===== src/rtl/icsr_pkg.sv =====
package icsr_pkg;
  localparam int WORD_W      = 32;
  localparam int DEFER_SET_B = 28;
  localparam int DEFER_CLR_B = 27;
  localparam int TIMER_SET_B = 26;
  localparam int TIMER_CLR_B = 25;
  localparam int EXT_PEND_B  = 22;
  localparam int VPEND_LSB   = 12;
  localparam int VPEND_W     = 7;
  localparam int BASE_LVL_B  = 11;
  localparam int ACT_W       = 9;

  typedef struct packed {
    logic set;
    logic clr;
  } pend_cmd_t;
endpackage


===== src/rtl/icsr_sys_pend.sv =====
module icsr_sys_pend
  import icsr_pkg::*;
#(
  parameter int N_SYS = 2
) (
  input  logic                 clk,
  input  logic                 rst_n,
  input  logic                 wr_en_i,
  input  pend_cmd_t [N_SYS-1:0] cmd_i,
  output logic [N_SYS-1:0]     pend_o
);
  for (genvar g = 0; g < N_SYS; g++) begin : g_sys
    logic pend_q;
    logic pend_d;

    always_comb begin
      pend_d = pend_q;
      if (cmd_i[g].set) pend_d = 1'b1;
      if (cmd_i[g].clr) pend_d = 1'b0;
    end

    always_ff @(posedge clk or negedge rst_n) begin
      if (!rst_n) begin
        pend_q <= 1'b0;
      end else if (wr_en_i) begin
        pend_q <= pend_d;
      end
    end

    assign pend_o[g] = pend_q;
  end
endmodule


===== src/rtl/icsr_arbiter.sv =====
module icsr_arbiter
  import icsr_pkg::*;
#(
  parameter int NUM_EXC = 48,
  parameter int PRIO_W  = 4
) (
  input  logic [NUM_EXC-1:0]          pend_i,
  input  logic [NUM_EXC-1:0]          en_i,
  input  logic [NUM_EXC*(PRIO_W+1)-1:0] prio_i,
  input  logic [PRIO_W-1:0]           base_pri_i,
  input  logic                        fault_mask_i,
  output logic [VPEND_W-1:0]          vect_o
);
  localparam int PW = PRIO_W + 1;

  logic signed [PW-1:0] base_s;
  assign base_s = $signed({1'b0, base_pri_i});

  always_comb begin
    logic                 found;
    logic                 elig;
    logic signed [PW-1:0] p;
    logic signed [PW-1:0] best_p;
    found  = 1'b0;
    elig   = 1'b0;
    p      = '0;
    best_p = '0;
    vect_o = '0;
    for (int i = 0; i < NUM_EXC; i++) begin
      p    = $signed(prio_i[i*PW +: PW]);
      elig = pend_i[i] && en_i[i] && (i != 0);
      if ((base_pri_i != '0) && !(p < base_s)) elig = 1'b0;
      if (fault_mask_i && !(p < 0)) elig = 1'b0;
      if (elig && (!found || (p < best_p))) begin
        found  = 1'b1;
        best_p = p;
        vect_o = VPEND_W'(i);
      end
    end
  end
endmodule


===== src/rtl/icsr_status.sv =====
module icsr_status #(
  parameter int NUM_EXC  = 48,
  parameter int EXT_BASE = 16
) (
  input  logic [NUM_EXC-EXT_BASE-1:0] ext_pend_i,
  input  logic [NUM_EXC-1:0]          active_i,
  output logic                        ext_any_o,
  output logic                        base_lvl_o
);
  assign ext_any_o  = |ext_pend_i;
  assign base_lvl_o = ((active_i & (active_i - 1'b1)) == '0);
endmodule


===== src/rtl/exc_ctrl_status_reg.sv =====
module exc_ctrl_status_reg
  import icsr_pkg::*;
#(
  parameter int NUM_EXC   = 48,
  parameter int PRIO_W    = 4,
  parameter int EXT_BASE  = 16,
  parameter int DEFER_NUM = 14,
  parameter int TIMER_NUM = 15
) (
  input  logic                          clk,
  input  logic                          rst_n,
  input  logic                          reg_sel_i,
  input  logic                          reg_wr_i,
  input  logic [31:0]                   reg_wdata_i,
  output logic [31:0]                   reg_rdata_o,
  input  logic [8:0]                    act_num_i,
  input  logic [NUM_EXC-1:0]            exc_active_i,
  input  logic [NUM_EXC-1:0]            exc_pend_i,
  input  logic [NUM_EXC-1:0]            exc_en_i,
  input  logic [NUM_EXC*(PRIO_W+1)-1:0] exc_prio_i,
  input  logic [PRIO_W-1:0]             base_pri_i,
  input  logic                          fault_mask_i,
  output logic                          defer_pend_o,
  output logic                          timer_pend_o
);
  localparam int N_SYS = 2;

  logic                   wr_en;
  pend_cmd_t [N_SYS-1:0]  cmd;
  logic [N_SYS-1:0]       sys_pend;
  logic [NUM_EXC-1:0]     pend_eff;
  logic [VPEND_W-1:0]     vect;
  logic                   ext_any;
  logic                   base_lvl;
  logic                   unused_wdata;

  assign wr_en      = reg_sel_i & reg_wr_i;
  assign cmd[0].set = reg_wdata_i[DEFER_SET_B];
  assign cmd[0].clr = reg_wdata_i[DEFER_CLR_B];
  assign cmd[1].set = reg_wdata_i[TIMER_SET_B];
  assign cmd[1].clr = reg_wdata_i[TIMER_CLR_B];
  assign unused_wdata = ^{reg_wdata_i[31:29], reg_wdata_i[24:0]};

  icsr_sys_pend #(.N_SYS(N_SYS)) u_sys_pend (
    .clk     (clk),
    .rst_n   (rst_n),
    .wr_en_i (wr_en),
    .cmd_i   (cmd),
    .pend_o  (sys_pend)
  );

  always_comb begin
    pend_eff            = exc_pend_i;
    pend_eff[DEFER_NUM] = sys_pend[0];
    pend_eff[TIMER_NUM] = sys_pend[1];
  end

  icsr_arbiter #(.NUM_EXC(NUM_EXC), .PRIO_W(PRIO_W)) u_arb (
    .pend_i       (pend_eff),
    .en_i         (exc_en_i),
    .prio_i       (exc_prio_i),
    .base_pri_i   (base_pri_i),
    .fault_mask_i (fault_mask_i),
    .vect_o       (vect)
  );

  icsr_status #(.NUM_EXC(NUM_EXC), .EXT_BASE(EXT_BASE)) u_status (
    .ext_pend_i (exc_pend_i[NUM_EXC-1:EXT_BASE]),
    .active_i   (exc_active_i),
    .ext_any_o  (ext_any),
    .base_lvl_o (base_lvl)
  );

  always_comb begin
    reg_rdata_o                            = '0;
    reg_rdata_o[DEFER_SET_B]               = sys_pend[0];
    reg_rdata_o[TIMER_SET_B]               = sys_pend[1];
    reg_rdata_o[EXT_PEND_B]                = ext_any;
    reg_rdata_o[VPEND_LSB +: VPEND_W]      = vect;
    reg_rdata_o[BASE_LVL_B]                = base_lvl;
    reg_rdata_o[ACT_W-1:0]                 = act_num_i;
  end

  assign defer_pend_o = sys_pend[0];
  assign timer_pend_o = sys_pend[1];
endmodule


===== config.mk =====
export PLATFORM = sky130hd
export DESIGN_NAME = exc_ctrl_status_reg
export DESIGN_NICKNAME = d
export VERILOG_FILES = /design/src/rtl/icsr_pkg.sv /design/src/rtl/icsr_sys_pend.sv /design/src/rtl/icsr_arbiter.sv /design/src/rtl/icsr_status.sv /design/src/rtl/exc_ctrl_status_reg.sv
export SDC_FILE = /design/constraint.sdc
export NUM_CORES = 1
export LEC_CHECK = 0
export BUFFER_PORTS_ARGS = -buffer_cell sky130_fd_sc_hd__buf_2
export CORE_ASPECT_RATIO = 0.5
export CORE_MARGIN = 3
export CORE_UTILIZATION = 35
export CTS_CLUSTER_DIAMETER = 50
export CTS_CLUSTER_SIZE = 16
export DETAILED_ROUTE_END_ITERATION = 6
export SLEW_MARGIN = 20
export SYNTH_ARGS = -nofsm -noshare
export SYNTH_HDL_FRONTEND = slang
export SYNTH_SLANG_ARGS = --single-unit
export TNS_END_PERCENT = 50

===== constraint.sdc =====
create_clock -name clk -period 100.9 [get_ports clk]
set_clock_uncertainty 0.15 [all_clocks]
set_input_delay 5.045 -clock clk [delete_from_list [all_inputs] [get_ports clk]]
set_output_delay 5.045 -clock clk [all_outputs]
set_load 0.01 [all_outputs]

==> out/results.ini <==
[placed_design]
portBuffers=399
dpl_cell_area_um2=19300
gp_congestion=0.933
dp_cells=3319
hpwlAfterDp_mm=52.8
post-place-ws_ps=1240

[timing]
fin_crit_sh=0.939
drv_slew=0
hold_viol=0
worstMarginPinSlew_ps=1200
setup_viol_count_final=0
period_minus_slack_ps=94710
fin_ws_ps=6190
relSlewSlack=0.189
fmax_mhz=10.6

[detailed_routing]
wl_met2_mm=31.1
postRouteAntennaNets=0
drcViolationCount=0
wl_per_cell_um=18.8
drt-met1-wl_mm=27.0
highest_layer=met4
wl_mm=62.9
vias=19300
drt_iter0_markers=1372
first_pass_iters=5
via_per_inst=5.77
wl_met3_mm=2.77

[synthesis]
yosysWarnings=0
synth_seq_cells=2
synth_top_cell_by_area=ha_1
yosys-top-cells-area=ha_1 (26%), a21o_1 (7.5%), a21oi_1 (6.1%), nor2_1 (4.9%), nand2_1 (3.5%)
synth-edff-count=0
synth_top_area_frac=0.256
ys_top_cells_by_count=ha_1 (325), nor2_1 (209), a21oi_1 (194)
yosysMostFrequentCell=ha_1
syn-instance-count=2266
synth_cell_type_count=100
async_reset_ff_frac=1.00
synth_ff_type=dfrtp_1
avgSynthCellArea_um2=7.02
synth_area_um2=15900
yosysSeqAreaShare=0.00315

[outcome]
status=finished, final reports clean

[setup_path]
setup.worst_path.end_class=primary output
ff2ff_path_depth=2
critPathArrivalTime_ps=89510
reg2reg_slack_ps=100000
crit_top_cell=ha_1
crit_type=in -> out
critPathRequiredTime_ps=95700
cp_slowest_cell=or4_4
start_kind=primary input
path_max_fanout=16
crit_path_max_incr_delay_ps=650

[floorplanning]
die_y_um=157
die_w_um=308
io_pins=468
dieArea_um2=48200
rows=54
core_area_um2=44300
initial_core_util=0.360

[final_layout]
reg_top3=u_sys_pend.g_sys.pend_q: 2 flops
design_area_um2=19800
fin_cells=3342
drive_gt1_frac=0.256
area_growth_pct=24.6
largest_register=u_sys_pend.g_sys.pend_q
final_net_count=3509
final_util=0.448
largest_reg_flops=2

[clock_tree]
cts_sinks=2
cts_buffers=3
clockBufferDepth=2
clk_latency_ps=220
root_buffer=clkbuf_16
path_clk_slew_ps=30
cts_max_level=1
cts_tree=yes

[grt]
track_usage=0.241
grt_max_degree=37
grt-ovfl-total=0
antenna_found_initial=6
grt_pass1_vias=18000
grt_pass1_wl_mm=95.4

[hold_path]
min_path_type=reg -> reg
hold_depth=2

[job]
maxCapViolCount=0

==> layout by cell type, fill, tap and decap left out, types with 12 or more instances in the layout <==
master / n
ha_1: 325
and2_1: 21
a21oi_1: 185
a211oi_1: 27
nand2b_1: 75
nand3_1: 54
conb_1: 13
nand2_1: 144
o21bai_1: 18
or3_1: 12
a21o_1: 157
nor4_1: 13
buf_2: 399
o31ai_1: 20
a21boi_0: 18
o211ai_1: 52
nor2b_1: 53
mux2_2: 13
o211a_1: 18
nor3_1: 29
nor2_1: 205
a31oi_1: 54
or2_2: 31
inv_1: 134
buf_4: 141
o21ai_0: 84
mux2i_1: 23
o21a_1: 35
nand3b_1: 12
nand4_1: 27
and3_1: 14
o22ai_1: 18
o21ai_1: 20
==> path summary, 6_finish.rpt <==
kind                                            start                    endpoint
setup / recovery                        base_pri_i[0]             reg_rdata_o[16]
hold / removal             u_sys_pend.g_sys[1].pend_q  u_sys_pend.g_sys[1].pend_q
setup reg to reg           u_sys_pend.g_sys[0].pend_q  u_sys_pend.g_sys[0].pend_q
hold reg to reg            u_sys_pend.g_sys[1].pend_q  u_sys_pend.g_sys[1].pend_q
max in group asynchronous                       rst_n  u_sys_pend.g_sys[0].pend_q
min in group asynchronous                       rst_n  u_sys_pend.g_sys[1].pend_q
==> kinds of logic (layout without fill, tap and decap cells) <==
logic type | after synthesis | count (layout) | share of synthesized area
AO/OA/AOI/OAI | 924 | 924 | 0.412
adder cells (fa/ha/maj) | 334 | 334 | 0.261
buffers and inverters | 213 | 683 | 0.0571
flip-flops | 2 | 2 | 0.00315
multiplexers | 38 | 38 | 0.0249
other | 1 | 19 | 0.000236
AND/OR/NAND/NOR | 754 | 754 | 0.241
==> final cells by class <==
type / instances / area [um2]
timing repair buffer: 540 / 3060
multi-input combinational: 2063 / 15400
clock buffer: 3 / 75.1
fill: 4560 / 24400
antenna: 6 / 15.0
inverter: 140 / 526
sequential: 2 / 50.0
tap: 588 / 736
==> metal layers <==
layer	track usage	vias to the layer above
met5	0	-
met4	0.0776	0
met3	0.0126	110
met2	0.445	509
met1	0.302	8976
li1	-	9691
==> repair_timing <==
| action | 4_1_cts | 5_1_grt |
|---|---|---|
| setup endpoints to repair | 0 | 6 |
| hold buffers | 0 | 0 |
| buffers inserted | 0 | 14 |
| gates resized for setup | 0 | 87 |
==> worst max-delay path, delay by kind of cell <==
kind            cells  cell delay [ps]
buf+inv            37             5130
compound gates    228            43330
mux                14             3190
fa+ha+maj          46            12920
simple gates      119            19720
==> through the flow <==
step | setup TNS, ps | hold slack, ps
after floorplan | 0 | 466
after global placement | 0 | 463
after detailed placement | 0 | 467
after CTS | 0 | 470
after global routing | -548 | 494
final | 0 | 460
Power is not shown: default switching activity piles up to over one toggle a cycle in this logic, so the estimate is an artifact.
